### src/rtl/wrRxPkg.sv
package wrRxPkg;

  // Strobes from the frame controller to the shift datapath
  typedef struct packed {
    logic shiftEn;   // capture serDataIn this edge
    logic commit;    // last bit of frame: latch word and strobe
  } rxCtrl_t;

endpackage

### src/rtl/wrRxCtrl.sv
module wrRxCtrl
  import wrRxPkg::*;
#(
  parameter int WORD_W = 32
) (
  input  logic    clk,
  input  logic    rstN,
  input  logic    frameSyncN,
  output rxCtrl_t ctrl,
  output logic    passThru
);

  localparam int CNT_W = (WORD_W > 1) ? $clog2(WORD_W) : 1;
  localparam logic [CNT_W-1:0] LAST_BIT = CNT_W'(WORD_W - 1);

  logic             inFrame;
  logic [CNT_W-1:0] bitCnt;
  logic             syncSeenHigh;
  logic             startFrame;
  logic             wordDone;
  logic             endNow;
  logic             passRaise;

  always_comb begin
    startFrame = !inFrame && !frameSyncN;
    wordDone   = inFrame && (bitCnt == LAST_BIT);
    endNow     = wordDone && (syncSeenHigh || frameSyncN);
    passRaise  = wordDone && !(syncSeenHigh || frameSyncN);
    ctrl.shiftEn = inFrame;
    ctrl.commit  = endNow;
  end

  always_ff @(posedge clk) begin
    if (!rstN) begin
      inFrame      <= 1'b0;
      bitCnt       <= '0;
      syncSeenHigh <= 1'b0;
      passThru     <= 1'b0;
    end else if (startFrame) begin
      inFrame      <= 1'b1;
      bitCnt       <= '0;
      syncSeenHigh <= 1'b0;
      passThru     <= 1'b0;
    end else if (inFrame) begin
      bitCnt       <= wordDone ? '0 : bitCnt + 1'b1;
      syncSeenHigh <= syncSeenHigh || frameSyncN;
      if (endNow) begin
        inFrame  <= 1'b0;
        passThru <= 1'b0;
      end else if (passRaise) begin
        passThru <= 1'b1;
      end
    end
  end

endmodule

### src/rtl/wrRxDatapath.sv
module wrRxDatapath
  import wrRxPkg::*;
#(
  parameter int WORD_W = 32,
  parameter int ADDR_W = 16
) (
  input  logic                     clk,
  input  logic                     rstN,
  input  rxCtrl_t                  ctrl,
  input  logic                     passThru,
  input  logic                     serDataIn,
  output logic                     serDataOut,
  output logic                     wrStrobe,
  output logic [ADDR_W-1:0]        wrAddr,
  output logic [WORD_W-ADDR_W-1:0] wrData
);

  localparam int DATA_W = WORD_W - ADDR_W;

  logic [WORD_W-1:0] shiftReg;
  logic [WORD_W-1:0] nextWord;

  assign nextWord   = {shiftReg[WORD_W-2:0], serDataIn};
  assign serDataOut = passThru & shiftReg[WORD_W-1];

  always_ff @(posedge clk) begin
    if (!rstN) begin
      shiftReg <= '0;
      wrStrobe <= 1'b0;
      wrAddr   <= '0;
      wrData   <= '0;
    end else begin
      wrStrobe <= ctrl.commit;
      if (ctrl.shiftEn) shiftReg <= nextWord;
      if (ctrl.commit) begin
        wrAddr <= nextWord[WORD_W-1 -: ADDR_W];
        wrData <= nextWord[DATA_W-1:0];
      end
    end
  end

endmodule

### src/rtl/serialWriteRx.sv
module serialWriteRx
  import wrRxPkg::*;
#(
  parameter int WORD_W = 32,
  parameter int ADDR_W = 16
) (
  input  logic                     clk,
  input  logic                     rstN,
  input  logic                     frameSyncN,
  input  logic                     serDataIn,
  output logic                     serDataOut,
  output logic                     passThru,
  output logic                     wrStrobe,
  output logic [ADDR_W-1:0]        wrAddr,
  output logic [WORD_W-ADDR_W-1:0] wrData
);

  rxCtrl_t ctrl;

  wrRxCtrl #(.WORD_W(WORD_W)) ctrl_i (
    .clk        (clk),
    .rstN       (rstN),
    .frameSyncN (frameSyncN),
    .ctrl       (ctrl),
    .passThru   (passThru)
  );

  wrRxDatapath #(.WORD_W(WORD_W), .ADDR_W(ADDR_W)) dp_i (
    .clk        (clk),
    .rstN       (rstN),
    .ctrl       (ctrl),
    .passThru   (passThru),
    .serDataIn  (serDataIn),
    .serDataOut (serDataOut),
    .wrStrobe   (wrStrobe),
    .wrAddr     (wrAddr),
    .wrData     (wrData)
  );

endmodule

### config.mk
export PLATFORM = sky130hd
export DESIGN_NAME = serialWriteRx
export DESIGN_NICKNAME = d
export VERILOG_FILES = /design/src/rtl/wrRxPkg.sv /design/src/rtl/wrRxCtrl.sv /design/src/rtl/wrRxDatapath.sv /design/src/rtl/serialWriteRx.sv
export SDC_FILE = /design/constraint.sdc
export NUM_CORES = 1
export LEC_CHECK = 0
export BUFFER_PORTS_ARGS = -buffer_cell sky130_fd_sc_hd__buf_2
export CAP_MARGIN = 10
export CORE_MARGIN = 5
export CORE_UTILIZATION = 48
export CTS_BUF_LIST = sky130_fd_sc_hd__clkbuf_4
export DETAILED_ROUTE_END_ITERATION = 7
export GPL_ROUTABILITY_DRIVEN = 0
export MAX_ROUTING_LAYER = met4
export PLACE_DENSITY = 0.69
export SYNTH_ARGS = -nofsm -noshare
export SYNTH_HDL_FRONTEND = slang
export SYNTH_SLANG_ARGS = --single-unit
### constraint.sdc
create_clock -name clk -period 2.1 [get_ports clk]
set_clock_uncertainty 0.15 [all_clocks]
set_input_delay 0.42 -clock clk [delete_from_list [all_inputs] [get_ports clk]]
set_output_delay 0.42 -clock clk [all_outputs]
set_load 0.02 [all_outputs]
* After elaboration in Yosys (flattened, before gate mapping)
Index checks and enable logic that the tools add are counted.
** Word-level totals
- Bits in registers :: 73
- Latch bits :: 0
- RAM bits :: 0
- Bits in read-only memories :: 0
- Input port bits :: 4
- Output and inout port bits :: 35
- Logic and storage cells :: 29
- Memories :: 0
** Operators by class
- Add/subtract/negate cells :: 1
- Multipliers :: 0
- Divide/modulo/power cells :: 0
- Magnitude comparators :: 0
- Eq/ne operators :: 1
- Shift-type cells :: 0
- Mux-type cells :: 6
- Bitwise logic cells :: 2
- Reductions and logical operators :: 11
** Operator list (number)
- 5-bit by 1-bit adder with 5-bit output, second input constant :: 1
- 5-bit == test, second input constant :: 1
- 1-bit two-way mux :: 5
- 5-bit two-way mux :: 1
- 1-bit logical AND :: 4
- 1-bit logical NOT :: 3
- 2-bit AND reduction :: 1
- 2-bit nonzero test :: 1
- 2-bit OR reduction :: 1
- 1-bit bitwise AND :: 1
- 1-bit logical OR :: 1
- 1-bit inverter :: 1

* Longest topological paths before layout
Gate-level depths: netlist of run 1.
- Word-level depth :: 6
- Depth in mapped cells :: 7
- Gate-level depth less buffers :: 6

* Modules after synthesis
A second synthesis of run 1 with hierarchy kept.
** Second synthesis, totals
- Cells, all modules :: 255
- Area total of the unflattened synthesis :: 2919.0 um^2
** By module, submodules not included
- wrRxDatapath :: times used 1, cells an instance 210, area an instance 2512.4 um^2, sequential area each 1301.2 um^2
- wrRxCtrl :: times used 1, cells an instance 45, area an instance 406.6 um^2, sequential area each 160.2 um^2

* Worst setup path after synthesis of run 1
Ideal clock, no wire load.
- Path kind :: flip-flop to flip-flop
- Start :: register ctrl_i.bitCnt[0]
- End :: register dp_i.wrAddr[10]
- Library setup time :: 0.117 ns
- Data arrival time :: 1.553 ns
- Data required time :: 1.833 ns
- Path slack :: 0.281 ns
- Stages on the path, launching flop included :: 8
- Path buffers :: 1
- Period minus slack after synthesis :: 1.819 ns
- Cell sequence :: dfxtp_1 ha_1 and3_1 ha_1 nand2_2 o21a_4 buf_6 a22o_1
** On the way
- Longest elaborated chain between the ends :: 3
** RTL lines
- start, declared :: RTL line wrRxCtrl.sv:17 : logic [CNT_W-1:0] bitCnt;
- start signal, assigned :: RTL line wrRxCtrl.sv:45 : bitCnt <= wordDone ? '0 : bitCnt + 1'b1;
- 5-bit == test :: RTL line wrRxCtrl.sv:26 : wordDone = inFrame && (bitCnt == LAST_BIT);
- 1-bit logical AND :: RTL line wrRxCtrl.sv:26
- 1-bit logical AND :: RTL line wrRxCtrl.sv:27 : endNow = wordDone && (syncSeenHigh || frameSyncN);
- end signal, assigned :: RTL line wrRxDatapath.sv:36 : wrAddr <= nextWord[WORD_W-1 -: ADDR_W];
- end, declared :: RTL line wrRxDatapath.sv:14 : output logic [ADDR_W-1:0] wrAddr,
Every way passes these cells.
A chain may end at the register's enable or synchronous reset.

* Worst setup path in the final report of run 1
- Start :: register ctrl_i.bitCnt[0]
- End :: register dp_i.wrAddr[3]
Same word-level chain as after synthesis.

==> results.txt, run 1 <==
Status -> completed
Pre-Repair DR Iteration Count -> 4
Hold_buf cts -> 0
CTS H-tree depth -> 3
CTS buffer count -> 9
Leakage -> 1.25 nW
CTS tree -> built
WP buf/inv -> 2
CP Capture Type -> flip-flop
DR iter-0 viols -> 93
Area of placed instances -> 2830 µm²
GRT Util Overall -> 13.9%
Antenna Diode Count -> 0
# Max-Cap Violations -> 0
CP Data Required Time -> 2.28 ns
Post-Synthesis Cell Area -> 2630 µm²
DRC -> 0
Die W -> 84.0 µm
Core area -> 5410 µm²
PortBufs -> 38
Most common flop cell mapped by yosys -> dfxtp_1
Largest net degree at the start of global routing -> 34
Reg-to-reg critical path startpoint -> ctrl_i.bitCnt[0]$_SDFFE_PP0P_
Slew Limit Headroom -> 64.5%
Seq/Total Area, Yosys -> 55.6%
Design Area, Final -> 3020 µm²
Congestion Overflow GR -> 0
Detailed placement HPWL -> 2840 µm
Mean post-synth cell area -> 12.0 µm²
Worst Hold End -> dp_i.wrData[0]$_SDFFE_PN0P_
Worst Path Max Fanout -> 17
Worst Setup Start Kind -> flip-flop
Die Ht -> 84.0 µm
Finished Layout Cells -> 337
Top cell type's share of synthesized area -> 55.6%
Routed len/inst -> 14.6 µm
Hold Path Cell Cnt -> 2
Count of flip-flops with a built-in enable after synthesis -> 0
Top cells by area, synth -> dfxtp_1 56%, mux2i_1 12%, a22o_1 11%
Ys async rst share -> 0%
Layout cell share with drive strength beyond 1 -> 25.7%
Fin Hold WS -> 0.121 ns
Final hold vios -> 0
First-pass GRT wire length -> 7690 µm
Via count -> 1678
Final design utilization -> 55.8%
WP data arrival -> 2.15 ns
Setup TNS -> 0 ns
Skew-Pair Late Insertion Delay -> 0.39 ns
CTS Sinks -> 73
Initial antenna violation count -> 0
Crit-path max cell delay -> 0.37 ns
RSZ-0062 raised after global routing -> no
Place WS -> 0.139 ns
Drt via density -> 4.98
Placed Cells -> 317
Peak VDD IR -> 0.000451 V
Fill cell count -> 486
R2r endpoint -> dp_i.wrAddr[3]$_SDFFE_PN0P_
Min-Delay Path Class -> input port to flip-flop
Fin worst setup slack -> 0.132 ns
Min Tclk post-route -> 1.97 ns
Syn-to-layout area delta -> 14.7%
I/O Pins -> 39
Root Buffer -> clkbuf_4
Clk slew on worst S/H paths -> 0.11 ns
Max clock buf depth -> 2
Cell taking the most area after synthesis -> dfxtp_1
Final net count -> 266
Mapped Cells -> 220
Slowest library cell on the worst path -> dfxtp_2
Critical path class -> flip-flop to flip-flop
Die area -> 7060 µm²
Worst-margin pin slew -> 0.533 ns
PD cells -> 732 nW/µm²
Final wirelength -> 4930 µm
Syn Nets -> 226
Startpoint of the worst hold path -> serDataIn
Reg-to-reg setup timing slack -> 0.13 ns
Row cnt -> 27
Setup violations, final -> 0
Max Transition Viols Final -> 0
Post-DRT Antenna Nets -> 0
R2R depth -> 8
Initial Util -> 48.7%
Yosys reg bits -> 73
Vias in the first global route -> 1633
YS warnings -> 0
Period utilization -> 93.7%
Fmax -> 508 MHz
Worst path depth -> 8
Total chip power -> 2.21 mW
Top delay family on crit path -> simple AND/OR/NAND/NOR gates
Crit-path cells -> ha_2, and3_1, ha_2, nand2_2, nor3b_4, buf_12, buf_12, a22o_1
Synth unique cells -> 29
## power breakdown
part	leakage (nW)	internal (mW)	switching, mW
clock	0.0624	0.275	0.439
combinational	0.598	0.0408	0.0537
sequential	0.590	1.39	0.00906
total	1.25	1.71	0.502
## per-layer routing
layer | wire length (µm) | share of wire, % | vias up | GRT usage (%)
li1 | - | - | 857 | -
met1 | 2460 | 50 | 781 | 17.2
met3 | 195 | 4.0 | 10 | 4.05
met5 | 0 | 0 | - | -
met2 | 2180 | 44 | 30 | 20.1
met4 | 94 | 1.9 | 0 | 8.19
## worst max path at each step
stage                                              from                      endpoint  slack (ns)
after floorplan           ctrl_i.bitCnt[0]$_SDFFE_PP0P_  dp_i.wrAddr[10]$_SDFFE_PN0P_        0.28
after CTS                 ctrl_i.bitCnt[0]$_SDFFE_PP0P_   dp_i.wrData[0]$_SDFFE_PN0P_        0.11
after global placement    ctrl_i.bitCnt[0]$_SDFFE_PP0P_  dp_i.wrData[15]$_SDFFE_PN0P_        0.21
final                     ctrl_i.bitCnt[0]$_SDFFE_PP0P_   dp_i.wrAddr[3]$_SDFFE_PN0P_        0.13
after detailed placement  ctrl_i.bitCnt[0]$_SDFFE_PP0P_  dp_i.wrAddr[10]$_SDFFE_PN0P_        0.14
after global routing      ctrl_i.bitCnt[0]$_SDFFE_PP0P_  dp_i.wrAddr[10]$_SDFFE_PN0P_        0.01
## what timing repair did
action	4_1_cts	5_1_grt
endpoints found under the hold margin	0	0
gates resized for setup	0	5
setup buffers	0	1
endpoints found under the setup margin	0	33
## registers in the layout (all words and copies together) (netlist names)
signal / flops
dp_i.shiftReg: 32
dp_i.wrAddr: 16
dp_i.wrData: 16
ctrl_i.bitCnt: 5
ctrl_i.inFrame: 1
ctrl_i.passThru: 1
ctrl_i.syncSeenHigh: 1
dp_i.wrStrobe: 1
## layout by cell type (no fill, tap or decap), types with 2 or more instances in the layout
cell and n:
o21a_4 2, buf_12 2, clkbuf_4 12, nand3_1 2, buf_2 38, a21boi_0 4, clkinv_1 2, ha_2 2
nand2_1 5, o211ai_1 2, and2_1 4, o21ai_0 2, a22o_1 32, dfxtp_2 3, buf_4 2, mux2i_1 32
dfxtp_1 70, nor2b_1 32
## cell usage after synthesis, drive strengths merged (2+ instances only)
| cell type | n |
|---|---|
| clkbuf | 4 |
| nand3 | 2 |
| a22o | 32 |
| nor2b | 32 |
| buf | 12 |
| nor2 | 2 |
| nand2 | 6 |
| a21boi | 4 |
| dfxtp | 73 |
| ha | 2 |
| o21ai | 2 |
| mux2i | 32 |
| o211ai | 2 |
| and2 | 4 |
## logic make-up after synthesis
group | count (synthesis) | share of synthesized area, %
AO/OA/AOI/OAI | 43 | 13.8
AND/OR/NAND/NOR | 51 | 12.2
multiplexers | 32 | 12.2
XOR/XNOR | 2 | 0.666
adder cells (fa/ha/maj) | 2 | 0.951
buffers and inverters | 17 | 4.61
flip-flops | 73 | 55.6
## cell type report
class	instances	area [µm²]	area share (%)
sequential	73	1470	48.5
multi-input combinational	131	1070	35.4
timing repair buffer	44	282	9.33
clock buffer	12	90.1	2.99
tap	72	90.1	2.99
clock inverter	4	20.0	0.663
inverter	1	3.75	0.124
(Power assumes the default switching activity.)
==> inputs of run 2 (changes only) <==
==> constraint.sdc (replaced) <==
create_clock -name clk -period 2.1 [get_ports clk]
set_clock_uncertainty 0.15 [all_clocks]
set_input_delay 0.42 -clock clk [delete_from_list [all_inputs] [get_ports clk]]
set_output_delay 0.42 -clock clk [all_outputs]
set_load 0.1 [all_outputs]
==> run 2 against run 1 <==
Against the previous run:
- sequential share of layout area decreased by 0.52 points
- via count fell by 0.18%
- clock-buffer cell count is 3 lower
- critical path type unchanged
- routed wire length is 4.1% lower
- critical endpoint is now dp_i.wrAddr[5]$_SDFFE_PN0P_
- combinational power about the same
- sequential cell count is the same
==> results.txt, run 2 (synthesized netlist as in run 1, its figures left out) <==
Initial antenna violation count -> 0 (unchanged)
Worst Path Max Fanout -> 17 (unchanged)
Pre-Repair DR Iteration Count -> 4 (unchanged)
Critical path class -> flip-flop to flip-flop
Fin worst setup slack -> 0.170 ns (+0.0383 ns)
Layout cell share with drive strength beyond 1 -> 24.7% (-0.95 points)
CTS Sinks -> 73 (unchanged)
Startpoint of the worst hold path -> serDataIn
WP buf/inv -> 0 (-2)
Die W -> 84.0 µm (unchanged)
Most frequent cells in the layout -> 71 x dfxtp_1, 38 x buf_2, 32 x a22o_1, 32 x mux2i_1, 32 x nor2b_1
Period utilization -> 91.9% (-1.8 points)
Peak VDD IR -> 0.000698 V (+55%)
Vias in the first global route -> 1648 (+0.92%)
Post-DRT Antenna Nets -> 0 (unchanged)
Skew-Pair Late Insertion Delay -> 0.41 ns (+0.02 ns)
Regs by FF count -> dp_i.shiftReg x32, dp_i.wrAddr x16, dp_i.wrData x16
Detailed placement HPWL -> 2900 µm (+2.2%)
# Max-Cap Violations -> 0 (unchanged)
Crit-path max cell delay -> 0.39 ns (+0.02 ns)
CP Data Required Time -> 2.25 ns (-0.03 ns)
Top delay family on crit path -> compound AO/OA/AOI/OAI gates
Core area -> 5410 µm² (unchanged)
Most common library cell in the layout ignoring fill and taps -> dfxtp_1
DRC -> 0 (unchanged)
Setup violations, final -> 0 (unchanged)
Final wirelength -> 4730 µm (-4.1%)
Status -> completed
Placed Cells -> 318 (+0.32%)
Fmax -> 518 MHz (+2.0%)
DR iter-0 viols -> 82 (-12%)
Setup TNS -> 0 ns (unchanged)
WP data arrival -> 2.08 ns (-0.07 ns)
Worst path depth -> 6 (-2)
Worst Setup SP -> ctrl_i.bitCnt[0]$_SDFFE_PP0P_
Final net count -> 264 (-0.75%)
Place WS -> 0.148 ns (+0.00854 ns)
Die Ht -> 84.0 µm (unchanged)
Syn-to-layout area delta -> 15.9%
Min-Delay Path Class -> input port to flip-flop
Max clock buf depth -> 2 (unchanged)
Leakage -> 1.27 nW (+2.0%)
Max reg flops -> 32 (unchanged)
CTS buffer count -> 9 (unchanged)
First-pass GRT wire length -> 7810 µm (+1.6%)
Crit-path cells -> ha_1, and3_1, ha_2, nand2_2, o21a_4, a22o_1
Antenna Diode Count -> 0 (unchanged)
Initial Util -> 48.7% (unchanged)
I/O Pins -> 39 (unchanged)
Finished Layout Cells -> 335 (-0.59%)
Worst-margin pin slew -> 0.530 ns (-0.00264 ns)
Drt via density -> 5.00 (+0.42%)
Final hold vios -> 0 (unchanged)
Largest net degree at the start of global routing -> 37 (+8.8%)
CTS H-tree depth -> 3 (unchanged)
Postcts setup bufs -> 0 (unchanged)
PD cells -> 879 nW/µm² (+20%)
Final design utilization -> 56.4% (+0.56 points)
GRT Util Overall -> 14.2% (+0.24 points)
Largest Register -> dp_i.shiftReg
Fill cell count -> 505 (+3.9%)
Clk slew on worst S/H paths -> 0.12 ns (about the same)
Slew Limit Headroom -> 64.7% (+0.18 points)
Row cnt -> 27 (unchanged)
Die area -> 7060 µm² (unchanged)
Root Buffer -> clkbuf_4
Slowest library cell on the worst path -> dfxtp_1
Hold Path Cell Cnt -> 2 (unchanged)
Worst Setup Start Kind -> flip-flop
CP Capture Type -> flip-flop
Via count -> 1675 (-0.18%)
Congestion Overflow GR -> 0 (unchanged)
Routed len/inst -> 14.1 µm (-3.5%)
Max Transition Viols Final -> 0 (unchanged)
Min Tclk post-route -> 1.93 ns (-0.0383 ns)
RSZ-0062 raised after global routing -> no
PortBufs -> 38 (unchanged)
CTS tree -> built
Reg-to-reg critical path startpoint -> ctrl_i.bitCnt[0]$_SDFFE_PP0P_
R2R depth -> 6 (-2)
Reg-to-reg setup timing slack -> 0.17 ns (+0.04 ns)
Total chip power -> 2.68 mW (+21%)
-- run 2: changes by cell type in the layout (fill, tap and decap cells not counted), sizes merged --
cell,delta
bufinv,+4
clkbuf,-4
clkinvlp,-1
buf,-1
-- run 2: power breakdown --
group          switching [mW]  internal, mW
Sequential            0.00908          1.39
Clock                   0.472         0.713
Combinational          0.0540        0.0406
Total                   0.535          2.14
-- run 2: final timing paths --
kind | to
hold / removal | dp_i.wrData[0]$_SDFFE_PN0P_
setup / recovery | dp_i.wrAddr[5]$_SDFFE_PN0P_
setup reg to reg | dp_i.wrAddr[5]$_SDFFE_PN0P_
hold reg to reg | dp_i.wrData[6]$_SDFFE_PN0P_
-- run 2: metal layers --
metal / up-vias / track usage (%) / routed length [µm]
met1: 777 / 17.8 / 2310
met2: 30 / 19.7 / 2080
met3: 10 / 4.64 / 231
met4: 0 / 8.33 / 110
li1: 858 / - / -
met5: - / - / 0
-- run 2: worst reg2reg max path, stage by stage (launching register included) --
cell	delay (ns)
dfxtp_1	0.39
ha_1	0.20
and3_1	0.16
ha_2	0.22
nand2_2	0.14
o21a_4	0.31
a22o_1	0.26
-- run 2: cell type report --
class | instances | area [µm²] | area share (%)
Clock inverter | 7 | 133 | 4.35
Tap cell | 72 | 90.1 | 2.96
Timing Repair Buffer | 42 | 224 | 7.35
Sequential cell | 73 | 1460 | 48.0
Clock buffer | 9 | 67.6 | 2.22
Inverter | 1 | 3.75 | 0.123
Multi-Input combinational cell | 131 | 1070 | 35.0
-- run 2: metrics by stage --
stage                     hold WS, ns  area, µm²
after global routing           0.0764       3050
after floorplan                 0.313       2630
after CTS                      0.0702       3030
final                          0.0928       3050
after global placement          0.311       2830
after detailed placement        0.311       2830
-- run 2: repair_timing --
item	CTS	global route
hold endpoints to repair	0	0
resized for setup	0	3
setup endpoints to repair	0	24
hold buffers	0	0
